--- config.mk ---
export PLATFORM = sky130hd
export DESIGN_NAME = sat_tx
export DESIGN_NICKNAME = d
export VERILOG_FILES = /design/src/rtl/sat_pkg.sv /design/src/rtl/sat_edge.sv /design/src/rtl/sat_run_ctl.sv /design/src/rtl/sat_hold.sv /design/src/rtl/sat_framer.sv /design/src/rtl/sat_tx.sv
export SDC_FILE = /design/constraint.sdc
export NUM_CORES = 1
export LEC_CHECK = 0
export BUFFER_PORTS_ARGS = -buffer_cell sky130_fd_sc_hd__buf_4
export CAP_MARGIN = 20
export CELL_PAD_IN_SITES_DETAIL_PLACEMENT = 1
export CELL_PAD_IN_SITES_GLOBAL_PLACEMENT = 1
export CORE_UTILIZATION = 41
export DETAILED_ROUTE_END_ITERATION = 12
export HOLD_SLACK_MARGIN = 0.15
export PLACE_DENSITY_LB_ADDON = 0.1
export RECOVER_POWER = 50
export SKIP_CTS_REPAIR_TIMING = 1
export SLEW_MARGIN = 10
export SYNTH_ARGS = -nofsm -noshare
export SYNTH_HDL_FRONTEND = slang
export SYNTH_SLANG_ARGS = --single-unit
--- constraint.sdc ---
create_clock -name clk -period 2.9 [get_ports clk]
set_input_delay 0.725 -clock clk [delete_from_list [all_inputs] [get_ports clk]]
set_output_delay 0.725 -clock clk [all_outputs]
set_load 0.005 [all_outputs]
--- src/rtl/sat_pkg.sv ---
package sat_pkg;

   typedef enum logic [1:0] {
      ST_IDLE  = 2'd0,
      ST_DELAY = 2'd1,
      ST_DATA  = 2'd2
   } sat_state_e;

   // word-length code to number of bits; unused codes fall back to 32
   function automatic logic [5:0] wlen_bits(input logic [2:0] code);
      logic [5:0] n;
      case (code)
         3'd0:    n = 6'd8;
         3'd1:    n = 6'd12;
         3'd2:    n = 6'd16;
         3'd3:    n = 6'd20;
         3'd4:    n = 6'd24;
         default: n = 6'd32;
      endcase
      return n;
   endfunction

endpackage

--- src/rtl/sat_edge.sv ---
module sat_edge #(
   parameter int SYNC_STAGES = 0
) (
   input  logic clk,
   input  logic rst_n,
   input  logic bclk_i,
   input  logic fsync_i,
   input  logic cfg_clk_fall_i,
   input  logic cfg_fs_low_i,
   output logic tick_o,
   output logic edge_o,
   output logic fs_act_o
);

   logic bclk_s;
   logic fs_s;
   logic bclk_q;

   if (SYNC_STAGES == 0) begin : g_direct
      assign bclk_s = bclk_i;
      assign fs_s   = fsync_i;
   end else begin : g_sync
      logic [SYNC_STAGES-1:0] bclk_chain;
      logic [SYNC_STAGES-1:0] fs_chain;
      always_ff @(posedge clk or negedge rst_n) begin
         if (!rst_n) begin
            bclk_chain <= '0;
            fs_chain   <= '0;
         end else begin
            bclk_chain <= {bclk_chain[SYNC_STAGES-1:0] , bclk_i} >> 0;
            fs_chain   <= {fs_chain[SYNC_STAGES-1:0] , fsync_i} >> 0;
         end
      end
      assign bclk_s = bclk_chain[SYNC_STAGES-1];
      assign fs_s   = fs_chain[SYNC_STAGES-1];
   end

   always_ff @(posedge clk or negedge rst_n) begin
      if (!rst_n) bclk_q <= 1'b0;
      else        bclk_q <= bclk_s;
   end

   assign edge_o   = bclk_s ^ bclk_q;
   assign tick_o   = edge_o & (bclk_s ^ cfg_clk_fall_i);
   assign fs_act_o = fs_s ^ cfg_fs_low_i;


   tick_spacing_chk: assert property (@(posedge clk) disable iff (!rst_n)
      tick_o |=> !tick_o);

endmodule

--- src/rtl/sat_run_ctl.sv ---
module sat_run_ctl (
   input  logic clk,
   input  logic rst_n,
   input  logic edge_i,
   input  logic tx_rst_i,
   output logic run_o
);

   always_ff @(posedge clk or negedge rst_n) begin
      if (!rst_n)      run_o <= 1'b0;
      else if (edge_i) run_o <= ~tx_rst_i;
   end


   run_on_edge_chk: assert property (@(posedge clk) disable iff (!rst_n)
      !edge_i |=> $stable(run_o));

endmodule

--- src/rtl/sat_hold.sv ---
module sat_hold #(
   parameter int DATA_W = 32
) (
   input  logic              clk,
   input  logic              rst_n,
   input  logic              wr_valid_i,
   input  logic [DATA_W-1:0] wr_data_i,
   input  logic              take_i,
   output logic              ready_o,
   output logic              full_o,
   output logic [DATA_W-1:0] word_o
);

   always_ff @(posedge clk or negedge rst_n) begin
      if (!rst_n) begin
         full_o <= 1'b0;
         word_o <= '0;
      end else if (full_o) begin
         if (take_i) full_o <= 1'b0;
      end else if (wr_valid_i) begin
         full_o <= 1'b1;
         word_o <= wr_data_i;
      end
   end

   assign ready_o = ~full_o;


   held_word_chk: assert property (@(posedge clk) disable iff (!rst_n)
      full_o && !take_i |=> full_o && $stable(word_o));


   empty_stays_chk: assert property (@(posedge clk) disable iff (!rst_n)
      !full_o && !wr_valid_i |=> !full_o);

endmodule

--- src/rtl/sat_framer.sv ---
module sat_framer
   import sat_pkg::*;
#(
   parameter int DATA_W = 32,
   parameter int CNT_W  = 6
) (
   input  logic              clk,
   input  logic              rst_n,
   input  logic              tick_i,
   input  logic              fs_act_i,
   input  logic              run_i,
   input  logic              cfg_fs_ignore_i,
   input  logic [1:0]        cfg_delay_i,
   input  logic              cfg_phase2_en_i,
   input  logic [2:0]        cfg_wlen1_i,
   input  logic [2:0]        cfg_wlen2_i,
   input  logic [CNT_W-1:0]  cfg_cnt1_i,
   input  logic [CNT_W-1:0]  cfg_cnt2_i,
   input  logic              hold_full_i,
   input  logic [DATA_W-1:0] hold_word_i,
   output logic              take_o,
   output logic              sdata_o,
   output logic              underrun_o,
   output logic              sync_err_o
);

   localparam int BW    = $clog2(DATA_W + 1);
   localparam int IDX_W = $clog2(DATA_W);

   sat_state_e        state_q, state_d;
   logic              phase_q, phase_d;
   logic [CNT_W-1:0]  word_q, word_d;
   logic [BW-1:0]     bit_q, bit_d;
   logic [1:0]        dcnt_q, dcnt_d;
   logic [DATA_W-1:0] cur_q, cur_d;
   logic              fs_prev_q;

   logic              fs_start, last_in_phase, frame_end, busy;
   logic              accept_fs, mid_err;
   logic [1:0]        delay_eff;
   logic              begin_w, w_phase;
   logic [CNT_W-1:0]  w_idx;
   logic [BW-1:0]     wl;
   logic [DATA_W-1:0] word_src;
   logic [IDX_W-1:0]  rd_idx, st_idx;
   logic              out_bit;

   assign fs_start      = tick_i && fs_act_i && !fs_prev_q;
   assign last_in_phase = (word_q == (phase_q ? cfg_cnt2_i : cfg_cnt1_i));
   assign frame_end     = (state_q == ST_DATA) && (bit_q == '0) && last_in_phase
                          && (phase_q || !cfg_phase2_en_i);
   assign busy          = (state_q == ST_DELAY) || ((state_q == ST_DATA) && !frame_end);
   assign accept_fs     = fs_start && (!busy || !cfg_fs_ignore_i);
   assign mid_err       = fs_start && busy && !cfg_fs_ignore_i;
   assign delay_eff     = (cfg_delay_i == 2'd3) ? 2'd2 : cfg_delay_i;
   assign rd_idx        = IDX_W'(bit_q - BW'(1));

   always_comb begin
      state_d = state_q;
      phase_d = phase_q;
      word_d  = word_q;
      bit_d   = bit_q;
      dcnt_d  = dcnt_q;
      cur_d   = cur_q;
      begin_w = 1'b0;
      w_phase = phase_q;
      w_idx   = word_q;
      out_bit = 1'b0;
      if (accept_fs) begin
         if (delay_eff == 2'd0) begin
            begin_w = 1'b1;
            w_phase = 1'b0;
            w_idx   = '0;
         end else begin
            state_d = ST_DELAY;
            dcnt_d  = delay_eff - 2'd1;
         end
      end else begin
         case (state_q)
            ST_DELAY: begin
               if (dcnt_q == 2'd0) begin
                  begin_w = 1'b1;
                  w_phase = 1'b0;
                  w_idx   = '0;
               end else begin
                  dcnt_d = dcnt_q - 2'd1;
               end
            end
            ST_DATA: begin
               if (bit_q != '0) begin
                  bit_d   = bit_q - BW'(1);
                  out_bit = cur_q[rd_idx];
               end else if (!last_in_phase) begin
                  begin_w = 1'b1;
                  w_idx   = word_q + 1'b1;
               end else if (!phase_q && cfg_phase2_en_i) begin
                  begin_w = 1'b1;
                  w_phase = 1'b1;
                  w_idx   = '0;
               end else begin
                  state_d = ST_IDLE;
               end
            end
            default: state_d = ST_IDLE;
         endcase
      end
      wl       = BW'(wlen_bits(w_phase ? cfg_wlen2_i : cfg_wlen1_i));
      word_src = hold_full_i ? hold_word_i : cur_q;
      st_idx   = IDX_W'(wl - BW'(1));
      if (begin_w) begin
         state_d = ST_DATA;
         phase_d = w_phase;
         word_d  = w_idx;
         bit_d   = wl - BW'(1);
         cur_d   = word_src;
         out_bit = word_src[st_idx];
      end
   end

   assign take_o = tick_i && run_i && begin_w && hold_full_i;

   always_ff @(posedge clk or negedge rst_n) begin
      if (!rst_n) begin
         state_q    <= ST_IDLE;
         phase_q    <= 1'b0;
         word_q     <= '0;
         bit_q      <= '0;
         dcnt_q     <= '0;
         cur_q      <= '0;
         fs_prev_q  <= 1'b0;
         sdata_o    <= 1'b0;
         underrun_o <= 1'b0;
         sync_err_o <= 1'b0;
      end else begin
         if (tick_i) fs_prev_q <= fs_act_i;
         if (!run_i) begin
            state_q    <= ST_IDLE;
            phase_q    <= 1'b0;
            word_q     <= '0;
            bit_q      <= '0;
            dcnt_q     <= '0;
            sdata_o    <= 1'b0;
            underrun_o <= 1'b0;
            sync_err_o <= 1'b0;
         end else if (tick_i) begin
            state_q <= state_d;
            phase_q <= phase_d;
            word_q  <= word_d;
            bit_q   <= bit_d;
            dcnt_q  <= dcnt_d;
            cur_q   <= cur_d;
            sdata_o <= out_bit;
            if (begin_w && !hold_full_i) underrun_o <= 1'b1;
            if (mid_err)                 sync_err_o <= 1'b1;
         end
      end
   end


   quiet_in_reset_chk: assert property (@(posedge clk) disable iff (!rst_n)
      !run_i |=> !sdata_o);


   hold_between_ticks_chk: assert property (@(posedge clk) disable iff (!rst_n)
      run_i && !tick_i |=> $stable(sdata_o));


   underrun_sticky_chk: assert property (@(posedge clk) disable iff (!rst_n)
      run_i && underrun_o |=> underrun_o);


   ignore_no_err_chk: assert property (@(posedge clk) disable iff (!rst_n)
      run_i && cfg_fs_ignore_i && !sync_err_o |=> !sync_err_o);


   delay_quiet_chk: assert property (@(posedge clk) disable iff (!rst_n)
      state_q == ST_DELAY |-> !sdata_o);

endmodule

--- src/rtl/sat_tx.sv ---
module sat_tx #(
   parameter int DATA_W      = 32,
   parameter int CNT_W       = 6,
   parameter int SYNC_STAGES = 0
) (
   input  logic              clk,
   input  logic              rst_n,
   input  logic              bclk_i,
   input  logic              fsync_i,
   input  logic              tx_rst_i,
   input  logic              cfg_clk_fall_i,
   input  logic              cfg_fs_low_i,
   input  logic              cfg_fs_ignore_i,
   input  logic [1:0]        cfg_delay_i,
   input  logic              cfg_phase2_en_i,
   input  logic [2:0]        cfg_wlen1_i,
   input  logic [2:0]        cfg_wlen2_i,
   input  logic [CNT_W-1:0]  cfg_cnt1_i,
   input  logic [CNT_W-1:0]  cfg_cnt2_i,
   input  logic              wr_valid_i,
   input  logic [DATA_W-1:0] wr_data_i,
   output logic              wr_ready_o,
   output logic              sdata_o,
   output logic              underrun_o,
   output logic              sync_err_o,
   output logic              tx_run_o
);

   if (DATA_W < 32) begin : g_bad_dw
      $error("sat_tx: DATA_W must hold a 32-bit word");
   end
   if (CNT_W < 1) begin : g_bad_cnt
      $error("sat_tx: CNT_W must be at least 1");
   end
   if (SYNC_STAGES < 0 || SYNC_STAGES > 3) begin : g_bad_sync
      $error("sat_tx: SYNC_STAGES must be 0 to 3");
   end

   logic              tick, bedge, fs_act;
   logic              take, hold_full;
   logic [DATA_W-1:0] hold_word;

   sat_edge #(.SYNC_STAGES(SYNC_STAGES)) u_edge (
      .clk            (clk),
      .rst_n          (rst_n),
      .bclk_i         (bclk_i),
      .fsync_i        (fsync_i),
      .cfg_clk_fall_i (cfg_clk_fall_i),
      .cfg_fs_low_i   (cfg_fs_low_i),
      .tick_o         (tick),
      .edge_o         (bedge),
      .fs_act_o       (fs_act)
   );

   sat_run_ctl u_run (
      .clk      (clk),
      .rst_n    (rst_n),
      .edge_i   (bedge),
      .tx_rst_i (tx_rst_i),
      .run_o    (tx_run_o)
   );

   sat_hold #(.DATA_W(DATA_W)) u_hold (
      .clk        (clk),
      .rst_n      (rst_n),
      .wr_valid_i (wr_valid_i),
      .wr_data_i  (wr_data_i),
      .take_i     (take),
      .ready_o    (wr_ready_o),
      .full_o     (hold_full),
      .word_o     (hold_word)
   );

   sat_framer #(.DATA_W(DATA_W), .CNT_W(CNT_W)) u_framer (
      .clk             (clk),
      .rst_n           (rst_n),
      .tick_i          (tick),
      .fs_act_i        (fs_act),
      .run_i           (tx_run_o),
      .cfg_fs_ignore_i (cfg_fs_ignore_i),
      .cfg_delay_i     (cfg_delay_i),
      .cfg_phase2_en_i (cfg_phase2_en_i),
      .cfg_wlen1_i     (cfg_wlen1_i),
      .cfg_wlen2_i     (cfg_wlen2_i),
      .cfg_cnt1_i      (cfg_cnt1_i),
      .cfg_cnt2_i      (cfg_cnt2_i),
      .hold_full_i     (hold_full),
      .hold_word_i     (hold_word),
      .take_o          (take),
      .sdata_o         (sdata_o),
      .underrun_o      (underrun_o),
      .sync_err_o      (sync_err_o)
   );


   preload_kept_chk: assert property (@(posedge clk) disable iff (!rst_n)
      !tx_run_o && !wr_ready_o |=> !wr_ready_o);

endmodule

==> results.md, run 1 <==
* Status: complete, no violations
* CP Capture Type: register
* Final instance area at 5710 um2
* Fmax at around 0.35 GHz
* Core Util, Final at 0.525
* Ys async rst share at 1.00
* Grt ovf at 0
* Die H at between 100 and 150 um
* TritonCTS buffer count at 9
* Syn Area/Cell at 11.8 um2
* Via-to-Cell Ratio at between 5 and 6
* Vias in the first global route at ~3600
* GRT Overall Usage at 0.195
* Worst endpoint data arrival time at 3050 ps
* Sequential-to-total area share from yosys stat at 0.478
* Crit share post-route at 0.973
* P_leak at around 2.5 nW
* Setup violators final at 0
* Synth Flop Type: dfrtp_1
* Total Wirelength at 10.7 mm
* Dpl cells at 604
* Worst Setup Start Kind: register
* Largest net degree at the start of global routing at 46
* Initial antenna violation count at 0
* Hold Path Class: register to register
* Share of layout cells above drive strength 1 at 0.445
* WL/cell at 17.1 um
* Initial drt markers at 98
* Cells after Synth at between 300 and 400
* Clock Path Buffers at 2
* Number of port buffers at 66
* Synth area leader: dfrtp_1
* Fillers at about 1200
* Worst Skew at between 8 and 9 ps
* Antenna-violating nets left at 0
* Post-Syn Area at 4610 um2
* Post-synth EDFFs at 0
* Layout Area Growth over Synthesis at 24.0%
* Final Max Slew Viols at 0
* Routability cong. at 0.783
* CTS clk-pin slew, worst paths at 90 ps
* CTS tree: yes
* Final Instance Count excl. Fillers at roughly 630
* Slew @ Worst Pin at about 1100 ps
* RSZ-0062 raised after global routing: true
* Ports at between 60 and 70
* Post-Place Worst Slack at -241 ps
* Antenna diode count at 0
* Die area at 11700 um2
* Pwr dens at 584 nW/um2
* Core Region at roughly 11000 um2
* Die X at 108 um
* Drc violations at 0
* Worst path required time at 3130 ps
* Synth area leaders: dfrtp_1 48%, mux2_2 16%, mux4_2 4.9%, mux2i_1 2.2%, o21ai_0 2.2%
* Skew-Pair Late Insertion Delay at 360 ps
* Crit Path Class: register to register
* H-tree levels at 3
* Post-placement cell area at 5420 um2
* Hold violation total from the final report at 0
* Slew margin rel. at 0.239
* Vias post-DR at 3375
* Final #Nets at around 550
* Top cell type's share of synthesized area at 0.478
* Syn nets at between 400 and 500
* Synth warn at 0
* Fin Setup TNS at 0 ps
* Clock tree sinks at 88
* Final WS setup at 78.9 ps
* Synth unique cells at a little over 60
* CP Max Fanout at 5
* Starting density of the core at 0.423
* Synthesized flop and latch total at just under 90
* DP Wirelength at 7.97 mm
* Max-cap violations at 0
* Fin crit period at between 2000 and 3000 ps
* Initial DRT Pass Iterations at 4
* Root Buffer: clkbuf_8
* Max VDD drop at 0.000335 V
* First-pass GRT wire length at between 15 and 20 mm
* Rows at 38
## worst paths after layout
| check | slack (ps) | to | startpoint | cells past startpoint |
|---|---|---|---|---|
| min | 510 | u_framer.cur_q[8] | u_framer.cur_q[8] | 1 |
| max in group asynchronous | 680 | u_hold.full_o | rst_n | 2 |
| max reg2reg | 80 | u_framer.sdata_o | u_framer.phase_q | 10 |
| max | 80 | u_framer.sdata_o | u_framer.phase_q | 10 |
| min reg2reg | 510 | u_framer.cur_q[8] | u_framer.cur_q[8] | 1 |
| min in group asynchronous | 550 | u_framer.fs_prev_q | rst_n | 1 |
## state kept, by name, summed over array words and instances (netlist names)
| signal | count |
|---|---|
| u_edge.bclk_q | 1 |
| u_framer.bit_q | 6 |
| u_framer.cur_q | 32 |
| u_framer.dcnt_q | 2 |
| u_framer.fs_prev_q | 1 |
| u_framer.phase_q | 1 |
| u_framer.sdata_o | 1 |
| u_framer.state_q | 2 |
| u_framer.sync_err_o | 1 |
| u_framer.underrun_o | 1 |
| u_framer.word_q | 6 |
| u_hold.full_o | 1 |
| u_hold.word_o | 32 |
| u_run.run_o | 1 |
## cell usage after synthesis, types with 3 or more instances
cell type,instances
mux4_2,10
nand2b_1,5
xnor2_1,11
mux2i_1,10
a21oi_1,16
a31oi_1,3
o21a_1,3
ha_1,5
clkbuf_1,7
nor2_1,26
nand3b_1,5
nor3_1,9
nand2_1,18
mux2_2,66
buf_1,4
and3_1,4
nor2b_1,4
buf_2,5
nand3_1,6
o21ai_0,20
inv_1,14
o31ai_1,4
dfrtp_1,88
## cells by family after synthesis
group,after synthesis,share of synthesized area
mux,87,0.238
xor+xnor,12,0.0228
compound gates,71,0.104
fa+ha+maj,5,0.0136
flops,88,0.478
buf+inv,31,0.0283
simple gates,95,0.115
## routing by layer
layer,global-route usage,share of wire,vias to the layer above
met1,0.241,0.44,1708
met5,0,0,-
met2,0.347,0.52,52
met3,0.0307,0.026,10
li1,-,-,1605
met4,0.0587,0.013,0
## per-stage QoR
stage | hold slack (ps) | power, mW
floorplan | 429 | 2.19
global placement | 485 | 2.46
detailed placement | 494 | 2.51
CTS | 365 | 3.34
global route | 513 | 3.55
finish | 508 | 3.33
## cell type report
type                            count  area, um2  area share
Multi-Input combinational cell    270       2350       0.412
Sequential cell                    88       2200       0.386
Timing Repair Buffer               97        736       0.129
Tap cell                          140        175      0.0307
Clock buffer                       10        138      0.0241
Clock inverter                      6       55.1     0.00964
Inverter                           14       52.6     0.00920
## worst max-delay path, cell delays in order (launching register included)
cell and delay (ps):
dfrtp_2 440, mux2i_1 240, xnor2_1 130, nor4_4 380, nand4_2 210, o2bb2ai_4 220
and3b_2 270, a2111oi_0 410, o22ai_1 170, a21oi_2 130, o211ai_1 90
## placed cells by master, fill, tap and decap left out, types with 3 or more instances in the layout
| cell | n |
|---|---|
| o21ai_1 | 3 |
| nand2b_1 | 5 |
| o21a_1 | 3 |
| o21ai_0 | 19 |
| mux2_2 | 65 |
| inv_1 | 14 |
| nand3_1 | 6 |
| nor2_1 | 25 |
| ha_1 | 5 |
| a21oi_1 | 14 |
| buf_4 | 92 |
| and3_1 | 4 |
| a31oi_1 | 3 |
| dfrtp_1 | 87 |
| nor3_1 | 8 |
| mux4_2 | 11 |
| clkbuf_8 | 10 |
| mux2i_1 | 9 |
| xnor2_1 | 10 |
| o31ai_1 | 4 |
| nand3b_1 | 5 |
| nor2b_1 | 3 |
| nand2_1 | 17 |
## power by group
part / leakage [nW] / switching [mW] / internal [mW] / total [mW]
Sequential: 1.14 / 0.192 / 1.50 / 1.69
Combinational: 1.30 / 0.346 / 0.487 / 0.833
Clock: 0.0956 / 0.463 / 0.346 / 0.810
Total: 2.54 / 1.00 / 2.33 / 3.33
Power figures use the tool's default switching activity.
==> run 2: changes to the inputs <==
Settings changed: ABC_AREA set to 1, CORE_UTILIZATION 41 to 39.
==> results.md, run 2 <==
* Final Max Slew Viols at 0 (unchanged)
* CP Capture Type: register
* Fmax at 0.379 GHz (+6.9%)
* Vias post-DR at 4002 (+19%)
* Clk network pwr share at 0.251 (+0.008)
* Post-synth EDFFs at 0 (unchanged)
* Clock Path Buffers at 2 (unchanged)
* DP Wirelength at 8.83 mm (+11%)
* CP max stage delay at 430 ps (about the same)
* Worst endpoint data arrival time at 2870 ps (-180 ps)
* Skew-Pair Late Insertion Delay at 340 ps (-20 ps)
* Worst path required time at 3130 ps (about the same)
* Syn nets at 635 (+39%)
* Worst path most repeated cell: nand2_1
* RR Endpoint: u_framer.bit_q[5]
* Crit share post-route at 0.910 (-0.0628)
* Rows at 39 (+2.6%)
* Slowest CP cell: dfrtp_1
* Crit path cell chain: buf_6, nand2_1, nand2_1, nand2_1, nand2_1, nand2_1, nor2_4, nand3_2, nand2_2, inv_1, nand2_1, inv_1, o21bai_1, nand2_2, nand2_4, nand2_2, inv_2, o21ai_0, nand2_2, nor2_1, nor2_1, nor3_1
* GRT Overall Usage at 0.206 (+0.0118)
* Worst Skew at 6.26 ps (-2.17 ps)
* Top cell type's share of synthesized area at 0.469 (-0.00942)
* Core Region at 11600 um2 (+6.2%)
* Crit. Startpoint: u_framer.phase_q
* Largest net degree at the start of global routing at 49 (+6.5%)
* Synth unique cells at 41 (-33%)
* Antenna-violating nets left at 0 (unchanged)
* Via-to-Cell Ratio at 5.01 (-7.2%)
* Initial antenna violation count at 0 (unchanged)
* Critical register-to-register path startpoint: u_framer.phase_q
* Hold Path Class: register to register
* Number of port buffers at 66 (unchanged)
* Biggest registers after layout: u_framer.cur_q (32), u_hold.word_o (32)
* Setup violators final at 0 (unchanged)
* Synth Flop Type: dfrtp_1
* H-tree levels at 3 (unchanged)
* Seq pwr share at 0.392 (-0.115)
* Clock tree sinks at 88 (unchanged)
* P_leak at 2.95 nW (+16%)
* Failing checks: design-rule violations
* Max-cap violations at 0 (unchanged)
* Final #Nets at 718 (+31%)
* Synth area leader: dfrtp_1
* Fin crit period at 2640 ps (-182 ps)
* Layout Area Growth over Synthesis at 22.7%
* Internal power at 3.00 mW (+29%)
* Die area at 12500 um2 (+7.1%)
* Most frequent cells in the layout: 185 x nand2_1, 88 x dfrtp_1, 83 x buf_4
* Antenna diode count at 0 (unchanged)
* Slew margin rel. at 0.206 (-0.0332)
* First-pass GRT wire length at 20.3 mm (+17%)
* Synth cell count leaders: 186 x nand2_1, 88 x dfrtp_1, 52 x inv_1
* Worst R2R Path Depth at 22 (+12)
* Root Buffer: clkbuf_16
* Starting density of the core at 0.406 (-0.0168)
* Core Util, Final at 0.498 (-0.0263)
* Post-Syn Area at 4700 um2 (+2.0%)
* Vias in the first global route at 4273 (+19%)
* Status: complete, but fails checks
* Logic pwr share at 0.357 (+0.107)
* TritonCTS buffer count at 9 (unchanged)
* Most frequent cell after synthesis: nand2_1
* Die X at 112 um (+3.5%)
* Crit Path Class: register to register
* CTS tree: yes
* Drc violations at 4 (+4)
* Sw power at 1.69 mW (+69%)
* Synth area leaders: dfrtp_1 47%, nand2_1 15%, mux2_2 7.7%, inv_1 4.2%, o21ai_0 3.5%
* Synth warn at 0 (unchanged)
* CP bufs+invs at 4 (+4)
* Synthesized flop and latch total at 88 (unchanged)
* Die H at 112 um (+3.5%)
* WP depth at 22 (+12)
* Slew @ Worst Pin at 1190 ps (+49.8 ps)
* WL/cell at 14.7 um (-14%)
* Total Wirelength at 11.8 mm (+10%)
* CTS clk-pin slew, worst paths at 60 ps (-30 ps)
* Max VDD drop at 0.000391 V (+17%)
* Critical path destination: u_framer.bit_q[5]
* Grt ovf at 0 (unchanged)
* Ys async rst share at 1.00 (unchanged)
* Initial drt markers at 128 (+31%)
* Net Sw Frac at 0.361 (+0.0604)
* R2R setup slack at 260 ps (+180 ps)
* Hold violation total from the final report at 0 (unchanged)
* Most common cell after layout, fill and taps aside: nand2_1
* Cells after Synth at 568 (+46%)
* Syn Area/Cell at 8.27 um2 (-30%)
* Worst Setup Start Kind: register
* Initial DRT Pass Iterations at 8 (+4)
* Final hold slack at 474 ps (-34.0 ps)
* Cell family with most CP delay: simple AND/OR/NAND/NOR gates
* CP Max Fanout at 7 (+2)
* Pwr dens at 814 nW/um2 (+40%)
* Routability cong. at 0.861 (+10%)
* Fin Setup TNS at 0 ps (unchanged)
* Ports at 67 (unchanged)
* Share of layout cells above drive strength 1 at 0.252 (-0.194)
* Sequential-to-total area share from yosys stat at 0.469 (-0.00942)
run 2: changes by cell type after synthesis, sizes merged, moves of 9 or more:
cell / change
a21oi: +11
nand3: +25
mux2i: -9
inv: +45
mux4: -11
xnor2: -9
nand2: +181
o21ai: +11
mux2: -34
run 2: power by group through the flow:
stage	Sequential, mW	Clock, mW	Combinational (mW)
floorplan	1.78	0	1.19
global placement	1.85	0	1.60
detailed placement	1.86	0	1.67
CTS	1.85	1.21	1.69
global route	1.89	1.25	1.92
finish	1.84	1.18	1.68
run 2: kinds of logic after synthesis:
| family | count (synthesis) | share of synthesized area |
|---|---|---|
| XOR/XNOR | 5 | 0.00932 |
| AND/OR/NAND/NOR | 276 | 0.256 |
| flip-flops | 88 | 0.469 |
| adder cells (fa/ha/maj) | 5 | 0.0133 |
| AO/OA/AOI/OAI | 84 | 0.101 |
| multiplexers | 33 | 0.0788 |
| buffers and inverters | 77 | 0.0727 |
run 2: how the worst min path moves through the flow:
stage	start	to	slack [ps]	cells past startpoint
2_1_floorplan	rst_n	u_edge.bclk_q	430	0
3_3_place_gp	u_framer.cur_q[10]	u_framer.cur_q[10]	450	2
3_5_place_dp	u_framer.cur_q[10]	u_framer.cur_q[10]	460	2
4_1_cts	rst_n	u_framer.sync_err_o	270	1
5_1_grt	u_framer.cur_q[10]	u_framer.cur_q[10]	500	2
6_report	u_hold.word_o[6]	u_framer.cur_q[6]	470	2
run 2: area by class of cell:
type	instances	area, um2
fill	1403	5800
sequential	88	2200
multi-input combinational	404	2180
timing repair buffer	89	674
clock buffer	12	246
inverter	59	231
tap	143	179
clock inverter	4	53.8
run 2: per-layer routing:
layer  GRT usage  vias to the layer above  routed length (um)
li1            -                     2006                   -
met1       0.249                     1907                5170
met2       0.360                       66                5960
met3      0.0299                       23                 302
met4       0.101                        0                 331
met5           0                        -                   0
run 2: per-stage QoR:
stage	total power, mW	area, um2	cells	setup WS (ps)
floorplan	2.97	4700	568	208
global placement	3.45	5420	777	-4.48
detailed placement	3.53	5420	777	-144
CTS	4.74	5720	793	38.2
global route	5.06	5760	799	-9.59
finish	4.69	5760	799	261
run 2: worst register-to-register path, delay by kind of cell (launching register included):
family	cells	cell delay [ps]
simple gates	16	1450
flops	1	430
buf+inv	4	350
compound gates	2	310
